===== src/rtl/spi_mm_pkg.sv =====
package spi_mm_pkg;

  typedef enum logic [1:0] {
    ST_IDLE  = 2'd0,
    ST_RUN   = 2'd1,
    ST_TRAIL = 2'd2,
    ST_GAP   = 2'd3
  } seq_state_t;

  typedef struct packed {
    logic cpol;
    logic cpha;
    logic lsb_first;
    logic short_word;
  } spi_mode_t;

endpackage


===== src/rtl/spi_mm_rate.sv =====
// Half-period tick generator: one tick every max(half_div,1) cycles while run is high.
module spi_mm_rate #(
  parameter int DIV_W = 8
) (
  input  logic             clk,
  input  logic             rst_n,
  input  logic             run,
  input  logic [DIV_W-1:0] half_div,
  output logic             tick
);
  logic [DIV_W-1:0] cnt_q;
  logic [DIV_W-1:0] limit;

  assign limit = (half_div == '0) ? DIV_W'(1) : half_div;
  assign tick  = run && (cnt_q == limit - DIV_W'(1));

  always_ff @(posedge clk or negedge rst_n) begin
    if (!rst_n) begin
      cnt_q <= '0;
    end else if (!run || tick) begin
      cnt_q <= '0;
    end else begin
      cnt_q <= cnt_q + DIV_W'(1);
    end
  end
endmodule


===== src/rtl/spi_mm_bitpos.sv =====
// Maps the k-th bit of a word (in transfer order) to its position in the word.
module spi_mm_bitpos #(
  parameter int WORD_W = 8,
  parameter int IDX_W  = 4,
  parameter int POS_W  = 3
) (
  input  logic [IDX_W-1:0] idx,
  input  logic             lsb_first,
  input  logic             short_word,
  output logic [POS_W-1:0] pos
);
  logic [IDX_W-1:0] len;
  logic [IDX_W-1:0] full;

  assign len  = short_word ? IDX_W'(WORD_W - 1) : IDX_W'(WORD_W);
  assign full = lsb_first ? idx : (len - IDX_W'(1) - idx);
  assign pos  = full[POS_W-1:0];
endmodule


===== src/rtl/spi_mm_seq.sv =====
// Transfer sequencer: select, serial clock, edge roles and bit counters.
module spi_mm_seq
  import spi_mm_pkg::*;
#(
  parameter int WORD_W = 8,
  parameter int EDGE_W = 5,
  parameter int IDX_W  = 4
) (
  input  logic             clk,
  input  logic             rst_n,
  input  logic             start,
  input  logic             tick,
  input  spi_mode_t        mode,
  input  logic             idle_cpol,
  output logic             tx_ready,
  output logic             run,
  output logic             cs_n,
  output logic             sclk,
  output logic             sample_en,
  output logic             done,
  output logic [IDX_W-1:0] tx_idx,
  output logic [IDX_W-1:0] rx_idx
);
  seq_state_t        state_q;
  logic [EDGE_W-1:0] edge_q;
  logic [EDGE_W-1:0] edge_total;
  logic              edge_now;
  logic              lead_edge;
  logic              last_edge;
  logic              shift_en;

  assign edge_total = mode.short_word ? EDGE_W'(2 * (WORD_W - 1)) : EDGE_W'(2 * WORD_W);
  assign edge_now   = (state_q == ST_RUN) && tick;
  assign lead_edge  = ~edge_q[0];
  assign last_edge  = (edge_q == edge_total - EDGE_W'(1));
  // Leading edges sample when phase is 0, trailing edges sample when phase is 1.
  assign sample_en  = edge_now && (lead_edge ^ mode.cpha);
  // The other edges move the output bit; the very first edge finds the
  // first bit already on the line, and the final edge has nothing to move.
  assign shift_en   = edge_now && !(lead_edge ^ mode.cpha) && (edge_q != '0) && !last_edge;

  assign tx_ready = (state_q == ST_IDLE);
  assign run      = (state_q != ST_IDLE);

  always_ff @(posedge clk or negedge rst_n) begin
    if (!rst_n) begin
      state_q <= ST_IDLE;
      edge_q  <= '0;
      cs_n    <= 1'b1;
      sclk    <= 1'b0;
      done    <= 1'b0;
      tx_idx  <= '0;
      rx_idx  <= '0;
    end else begin
      done <= 1'b0;
      unique case (state_q)
        ST_IDLE: begin
          sclk <= idle_cpol;
          if (start) begin
            state_q <= ST_RUN;
            cs_n    <= 1'b0;
            edge_q  <= '0;
            tx_idx  <= '0;
            rx_idx  <= '0;
          end
        end
        ST_RUN: begin
          if (tick) begin
            sclk <= ~sclk;
            if (sample_en) rx_idx <= rx_idx + IDX_W'(1);
            if (shift_en)  tx_idx <= tx_idx + IDX_W'(1);
            if (last_edge) state_q <= ST_TRAIL;
            else           edge_q  <= edge_q + EDGE_W'(1);
          end
        end
        ST_TRAIL: begin
          if (tick) begin
            cs_n    <= 1'b1;
            done    <= 1'b1;
            state_q <= ST_GAP;
          end
        end
        ST_GAP: begin
          if (tick) state_q <= ST_IDLE;
        end
        default: state_q <= ST_IDLE;
      endcase
    end
  end
endmodule


===== src/rtl/spi_mode_master.sv =====
module spi_mode_master
  import spi_mm_pkg::*;
#(
  parameter int WORD_W = 8,
  parameter int DIV_W  = 8
) (
  input  logic              clk,
  input  logic              rst_n,
  input  logic              cfg_cpol,
  input  logic              cfg_cpha,
  input  logic              cfg_lsb_first,
  input  logic              cfg_len7,
  input  logic [DIV_W-1:0]  cfg_half_div,
  input  logic              tx_valid,
  output logic              tx_ready,
  input  logic [WORD_W-1:0] tx_data,
  output logic              rx_valid,
  output logic [WORD_W-1:0] rx_data,
  output logic              spi_sclk,
  output logic              spi_cs_n,
  output logic              spi_mosi,
  input  logic              spi_miso
);
  localparam int IDX_W  = $clog2(WORD_W) + 1;
  localparam int POS_W  = $clog2(WORD_W);
  localparam int EDGE_W = $clog2(2 * WORD_W + 1);

  spi_mode_t         mode_q;
  logic [DIV_W-1:0]  half_q;
  logic [WORD_W-1:0] tx_q;
  logic [WORD_W-1:0] rx_q;
  logic              start;
  logic              tick;
  logic              run;
  logic              sample_en;
  logic [IDX_W-1:0]  tx_idx;
  logic [IDX_W-1:0]  rx_idx;
  logic [POS_W-1:0]  tx_pos;
  logic [POS_W-1:0]  rx_pos;
  logic [WORD_W-1:0] tx_hit;

  assign start = tx_valid && tx_ready;

  // Configuration and word are captured only at acceptance.
  always_ff @(posedge clk or negedge rst_n) begin
    if (!rst_n) begin
      mode_q <= '0;
      half_q <= DIV_W'(1);
      tx_q   <= '0;
    end else if (start) begin
      mode_q <= '{cpol: cfg_cpol, cpha: cfg_cpha, lsb_first: cfg_lsb_first, short_word: cfg_len7};
      half_q <= cfg_half_div;
      tx_q   <= tx_data;
    end
  end

  spi_mm_rate #(.DIV_W(DIV_W)) u_rate (
    .clk      (clk),
    .rst_n    (rst_n),
    .run      (run),
    .half_div (half_q),
    .tick     (tick)
  );

  spi_mm_seq #(.WORD_W(WORD_W), .EDGE_W(EDGE_W), .IDX_W(IDX_W)) u_seq (
    .clk       (clk),
    .rst_n     (rst_n),
    .start     (start),
    .tick      (tick),
    .mode      (mode_q),
    .idle_cpol (cfg_cpol),
    .tx_ready  (tx_ready),
    .run       (run),
    .cs_n      (spi_cs_n),
    .sclk      (spi_sclk),
    .sample_en (sample_en),
    .done      (rx_valid),
    .tx_idx    (tx_idx),
    .rx_idx    (rx_idx)
  );

  spi_mm_bitpos #(.WORD_W(WORD_W), .IDX_W(IDX_W), .POS_W(POS_W)) u_tx_pos (
    .idx        (tx_idx),
    .lsb_first  (mode_q.lsb_first),
    .short_word (mode_q.short_word),
    .pos        (tx_pos)
  );

  spi_mm_bitpos #(.WORD_W(WORD_W), .IDX_W(IDX_W), .POS_W(POS_W)) u_rx_pos (
    .idx        (rx_idx),
    .lsb_first  (mode_q.lsb_first),
    .short_word (mode_q.short_word),
    .pos        (rx_pos)
  );

  // Per-bit receive capture and output bit select.
  for (genvar b = 0; b < WORD_W; b++) begin : g_bit
    always_ff @(posedge clk or negedge rst_n) begin
      if (!rst_n)                                  rx_q[b] <= 1'b0;
      else if (start)                              rx_q[b] <= 1'b0;
      else if (sample_en && (rx_pos == POS_W'(b))) rx_q[b] <= spi_miso;
    end
    assign tx_hit[b] = (tx_pos == POS_W'(b)) && tx_q[b];
  end

  assign spi_mosi = !spi_cs_n && (|tx_hit);
  assign rx_data  = rx_q;
endmodule


===== config.mk =====
export PLATFORM = sky130hd
export DESIGN_NAME = spi_mode_master
export DESIGN_NICKNAME = d
export VERILOG_FILES = /design/src/rtl/spi_mm_pkg.sv /design/src/rtl/spi_mm_rate.sv /design/src/rtl/spi_mm_bitpos.sv /design/src/rtl/spi_mm_seq.sv /design/src/rtl/spi_mode_master.sv
export SDC_FILE = /design/constraint.sdc
export NUM_CORES = 1
export LEC_CHECK = 0
export BUFFER_PORTS_ARGS = -buffer_cell sky130_fd_sc_hd__clkbuf_2
export CORE_AREA = 8 8 112 114
export CTS_BUF_LIST = sky130_fd_sc_hd__clkbuf_2
export DETAILED_ROUTE_END_ITERATION = 16
export DIE_AREA = 0 0 120 122
export GPL_ROUTABILITY_DRIVEN = 0
export HOLD_SLACK_MARGIN = 0.05
export REMOVE_ABC_BUFFERS = 1
export SLEW_MARGIN = 20
export SYNTH_ARGS = -nofsm -noshare
export SYNTH_HDL_FRONTEND = slang
export SYNTH_SLANG_ARGS = --single-unit

===== constraint.sdc =====
create_clock -name clk -period 4.9 [get_ports clk]
set_clock_uncertainty 0.1 [all_clocks]
set_input_delay 0.49 -clock clk [delete_from_list [all_inputs] [get_ports clk]]
set_output_delay 0.49 -clock clk [all_outputs]
set_load 0.03 [all_outputs]

; ---- After elaboration in Yosys (flattened, before gate mapping)
; Index checks and enable logic that the tools add are counted.
[totals]
register_bits = 53
ram_bits = 0
elab_cells = 158
output_inout_bits = 13
input_bits = 24
mem_bits_ro = 0
latchBits = 0
n_memories = 0
[classes]
shift = 0
order_cmp = 0
n_addsub = 9
eq_ne = 27
div = 0
n_mul = 0
n_bitwise = 3
n_reduce_logical = 52
n_mux = 46
[op_table]
columns = op, n
row1 = "equality test 3 bit, second input constant", 8
row2 = logical AND 1 bit, 24
row3 = nonzero test 2 bit, 11
row4 = two-way mux 1 bit, 21
row5 = two-way mux 4 bit, 5
row6 = two-way mux 5 bit, 4
row7 = two-way mux 8 bit, 2
row8 = case mux 4 bit (2 select lines), 2
row9 = "equality test 3 x 2 -> 1 bit, second input constant", 4
row10 = AND reduction 4 bit, 3
row11 = two-way mux 2 bit, 5
row12 = "!= test 2 bit, second input constant", 5
row13 = case mux 5 bit (2 select lines), 1
row14 = two-way mux 3 bit, 3
row15 = "adder 4 x 1 -> 4 bit, second input constant", 2
row16 = "adder 8 x 1 -> 8 bit, second input constant", 1
row17 = equality test 8 bit, 1
row18 = zero test 8 bit, 1
row19 = case mux 2 bit (4 select lines), 1
row20 = OR reduction 8 bit, 1
row21 = "subtractor 8 x 1 -> 8 bit, second input constant", 1
row22 = "equality test 3 x 1 -> 1 bit, second input constant", 2
row23 = zero test 3 bit, 2
row24 = "!= test 2 x 1 -> 1 bit, second input constant", 3
row25 = other kinds (17), 24

; ---- Logic depth before layout (Yosys ltp)
[logic_depth]
depth_word = 12
depth_mapped = 11
ltp_nobuf = 10

; ---- Cells and area by module
; A second synthesis with hierarchy kept.
[hier_totals]
cells_unflattened = 316
hier_area_um2 = 3320.7
[by_module_without_submodules]
columns = mod, instances, seq_area_each_um2, cells_per_inst, area_per_inst_um2
row1 = spi_mode_master, 1, 701.9, 85, 1237.4
row2 = spi_mm_seq, 1, 451.7, 109, 1123.6
row3 = spi_mm_rate, 1, 200.2, 100, 779.5
row4 = spi_mm_bitpos, 2, 0.0, 11, 90.1

; ---- Least setup slack after synthesis
; OpenSTA, ideal clock, no wires.
[synth_timing]
kind = register to register
startpoint = register half_q[3]
endpoint = register u_seq.state_q[1]
period_less_slack_ns = 2.874
t_required_ns = 4.675
path_stages_with_launch = 11
path_slack_ns = 2.026
arrival_ns = 2.649
setup_ns = 0.125
path_cell_list = dfrtp_1 > nor4_4 > a21oi_2 > ha_1 > xnor2_1 > a21oi_1 > o2111ai_1 > nor3_4 > nand2_1 > a21oi_2 > mux2_2
[synth_between]
elab_chain_len = 7
word_cells_on_any_way = 9
[synth_rtl]
columns = item, line
row1 = from (decl), spi_mode_master.sv:29  ; logic [DIV_W-1:0] half_q;
row2 = from (signal assigned), spi_mode_master.sv:52  ; half_q <= cfg_half_div;
row3 = zero test 8 bit, spi_mm_rate.sv:14  ; assign limit = (half_div == '0) ? DIV_W'(1) : half_div;
row4 = two-way mux 8 bit *, spi_mm_rate.sv:14
row5 = subtractor 8 x 1 -> 8 bit *, spi_mm_rate.sv:15  ; assign tick = run && (cnt_q == limit - DIV_W'(1));
row6 = equality test 8 bit *, spi_mm_rate.sv:15
row7 = logical AND 1 bit *, spi_mm_rate.sv:15
row8 = != test 2 bit (no source line), --
row9 = AND reduction 5 bit (no source line) *, --
row10 = to (signal assigned), spi_mm_seq.sv:47  ; state_q <= ST_IDLE;
row11 = to (signal assigned), spi_mm_seq.sv:60  ; state_q <= ST_RUN;
row12 = to (signal assigned), spi_mm_seq.sv:72  ; if (last_edge) state_q <= ST_TRAIL;
row13 = to (decl), spi_mm_seq.sv:24  ; seq_state_t state_q;
; Mark *: on every way between the ends. The rest lies on a longest branch, timed or not.
; A chain may end at the register's enable or synchronous reset.

; ---- Final worst setup path
[layout_timing]
startpoint = register half_q[1]
endpoint = register u_seq.state_q[1]
; Same word-level chain as after synthesis.

==> results.md <==
* Post-synth EDFFs at 0
* Fill cell count at 1096
* Final cell count without fillers at 451
* Final hold vios at 0
* CTS Sinks at 51
* Top FF cell, synth: dfrtp_1
* R2R Path End: u_seq.state_q[1]$_DFFE_PN0P_
* Post-synth ARST share at 1.000
* Initial DRC count at 62
* Die Wd at 120 um
* Synth unique cells at 46
* Post-placement cell count at 442
* Hold_sp: tx_data[0]
* Cell count after synthesis at 272
* PnR Total Power at 1.796 mW
* DIE AREA at 0.01464 mm^2
* Clock slew at reported path FFs at 270 ps
* Ports at 37
* CP Capture Type: flop
* CTS tree: built
* R2r worst-path depth at 10
* Worst-skew pair later-pin latency at 430 ps
* Most instantiated library cell after synthesis: dfrtp_1
* First-pass GRT wire length at 10.96 mm
* PortBufs at 36
* Worst slew pin tran at 728.7 ps
* Fmax at 313.4 MHz
* Post-CTS Setup Bufs at 0
* VDD IR max at 400.7 uV
* Dpl cell area at 0.003264 mm^2
* Leak Pwr at 1.528 nW
* Largest cells by area after synthesis: dfrtp_1, mux2_2, ha_1
* Clk Tree Root Cell: clkbuf_2
* Yosys top cell by area: dfrtp_1
* CTS Buffer Depth at 2
* Worst Hold Path EP: tx_q[0]$_DFFE_PN0P_
* Status: complete, no violations
* Worst slew margin at 0.5091
* Syn Area/Cell at 10.78 um^2
* # setup viols final at 0
* Max FO, Critical Path at 7
* Tightest Hold Check Type: in -> reg
* DR vias at 2141
* WL final at 6.344 mm
* Synth warn at 0
* Final instance area at 0.003317 mm^2
* Critical setup path kind: reg -> reg
* Share of layout cells above drive strength 1 at 0.2637
* HPWL Detailed at 4.807 mm
* Post-Syn Area at 0.002932 mm^2
* Layout area overhead at 13.15%
* Antenna Cells at 0
* Synth cell count leaders: dfrtp_1, mux2_2, nand2_1, nor2_1, xor2_1
* Part of the cycle the worst path needs at 0.6511
* Unrepaired setup endpoints after global routing: false
* Gr usage total at 0.09029
* CP required at 5140 ps
* Slew Limit Fails at 0
* Largest net degree at the start of global routing at 52
* Vias per Instance at 4.747
* Drt pass-1 iters at 6
* Fin crit period at 3190 ps
* Nets@finish at 348
* Seq/Total Area, Yosys at 0.4362
* Core ar. at 0.01070 mm^2
* Initial antenna violation count at 0
* Final ANT Viol Nets at 0
* DRC at 0
* Hold depth at 2
* Worst r2r src: half_q[1]$_DFFE_PN0P_
* Routed WL per cell at 14.07 um
* FP Rows at 38
* Grt ovf at 0
* P per Cell Area at 541.5 mW/mm^2
* Yosys top cell area share at 0.4183
* Setup slack, reg-to-reg at 1710 ps
* Flops & latches, synth at 51
* H-tree depth at 2
* Crit path DAT at 3430 ps
* Max-Cap Viols at 0
* CP Launch Type: flop
* Die H at 122 um
* Vias in the first global route at 2189
* CTS buffer count at 5
* Setup tns final at 0 ps
* Starting density of the core at 0.2740
power breakdown:
| group | total (mW) | switching [mW] | internal (mW) |
|---|---|---|---|
| Sequential | 0.714 | 0.160 | 0.554 |
| Clock | 0.172 | 0.136 | 0.0363 |
| Combinational | 0.909 | 0.513 | 0.397 |
| Total | 1.80 | 0.809 | 0.987 |
worst max-delay path by stage:
stage	from	endpoint	slack [ps]	depth (start not counted)
floorplan	half_q[3]$_DFFE_PN0P_	u_seq.state_q[1]$_DFFE_PN0P_	2030	10
global route	half_q[3]$_DFFE_PN0P_	rx_data[3]$_DFFE_PN0P_	1440	10
finish	half_q[1]$_DFFE_PN0P_	u_seq.state_q[1]$_DFFE_PN0P_	1710	10
detailed placement	half_q[1]$_DFFE_PN0P_	rx_data[7]$_DFFE_PN0P_	1730	10
CTS	mode_q[0]$_DFFE_PN0P_	spi_mosi	1680	6
global placement	half_q[3]$_DFFE_PN0P_	rx_data[7]$_DFFE_PN0P_	1870	10
final cells by class:
class	instances	area [um^2]	share of cell area
multi-input cells	200	1567	0.4723
clock inverters	2	12.51	0.003772
well taps	140	175.2	0.05281
repair buffers	39	205.2	0.06186
clock buffers	6	30.03	0.009053
flip-flops and latches	51	1279	0.3855
inverters	13	48.80	0.01471
stage by stage:
stage            util  worst slack [ps]  hold WS, ps
3_3_place_gp   0.3051              1874        376.5
5_1_grt        0.3101              1440        115.3
2_1_floorplan       -              2026        94.41
4_1_cts        0.3101              1678        130.1
3_5_place_dp   0.3051              1728        386.9
6_report       0.3101              1710        161.0
routing by layer:
| layer | track usage | part of all wire | vias up | routed length, um |
|---|---|---|---|---|
| met2 | 0.1443 | 0.45 | 44 | 2863 |
| met4 | 0.02108 | 0.0073 | 0 | 46 |
| met3 | 0.02406 | 0.044 | 6 | 276 |
| met5 | 0 | 0 | - | 0 |
| li1 | - | - | 1053 | - |
| met1 | 0.1195 | 0.50 | 1038 | 3158 |
flip-flops by register name (all words and copies together), names as in the netlist:
| signal | count |
|---|---|
| u_seq.cs_n | 1 |
| tx_q | 8 |
| u_seq.state_q | 2 |
| u_seq.rx_idx | 3 |
| u_seq.sclk | 1 |
| u_seq.edge_q | 5 |
| rx_data | 8 |
| mode_q | 3 |
| u_seq.tx_idx | 3 |
| u_seq.done | 1 |
| half_q | 8 |
| u_rate.cnt_q | 8 |
kinds of logic after synthesis:
logic type               share of synthesized area
AO/OA/AOI/OAI                               0.1191
flip-flops                                  0.4362
XOR/XNOR                                   0.08067
buffers and inverters                      0.02945
multiplexers                                0.1272
adder cells (fa/ha/maj)                    0.05975
AND/OR/NAND/NOR                             0.1477
critical path, cell delays in order, from the launching register on:
cell	delay (ps)
dfrtp_1	490
nor3_1	420
a21oi_2	130
ha_1	270
xor2_1	180
xnor2_1	140
o2111ai_1	260
nor3_4	400
nand2_1	170
a21oi_2	210
mux2_2	350
repair_timing:
action	4_1_cts	5_1_grt
resized for setup	0	0
hold endpoints to repair	37	0
hold buffers	1	0
cells in the final DEF, fill, tap and decap left out, drive strengths merged, types with 2 or more instances in the layout:
cell type and n:
xor2 15, a211o 3, o41ai 2, nand2b 2, o31ai 7, inv 13, buf 2, ha 14
nand3 11, o211ai 6, clkbuf 42, mux4 2, and3 11, nand2 20, o32ai 3, o311ai 2
a31oi 2, nor4b 2, mux2i 8, dfrtp 49, dfstp 2, mux2 22, a21oi 8, nor2 20
xnor2 12, o21ai 11, nor3 5
Power figures use the tool's default switching activity.
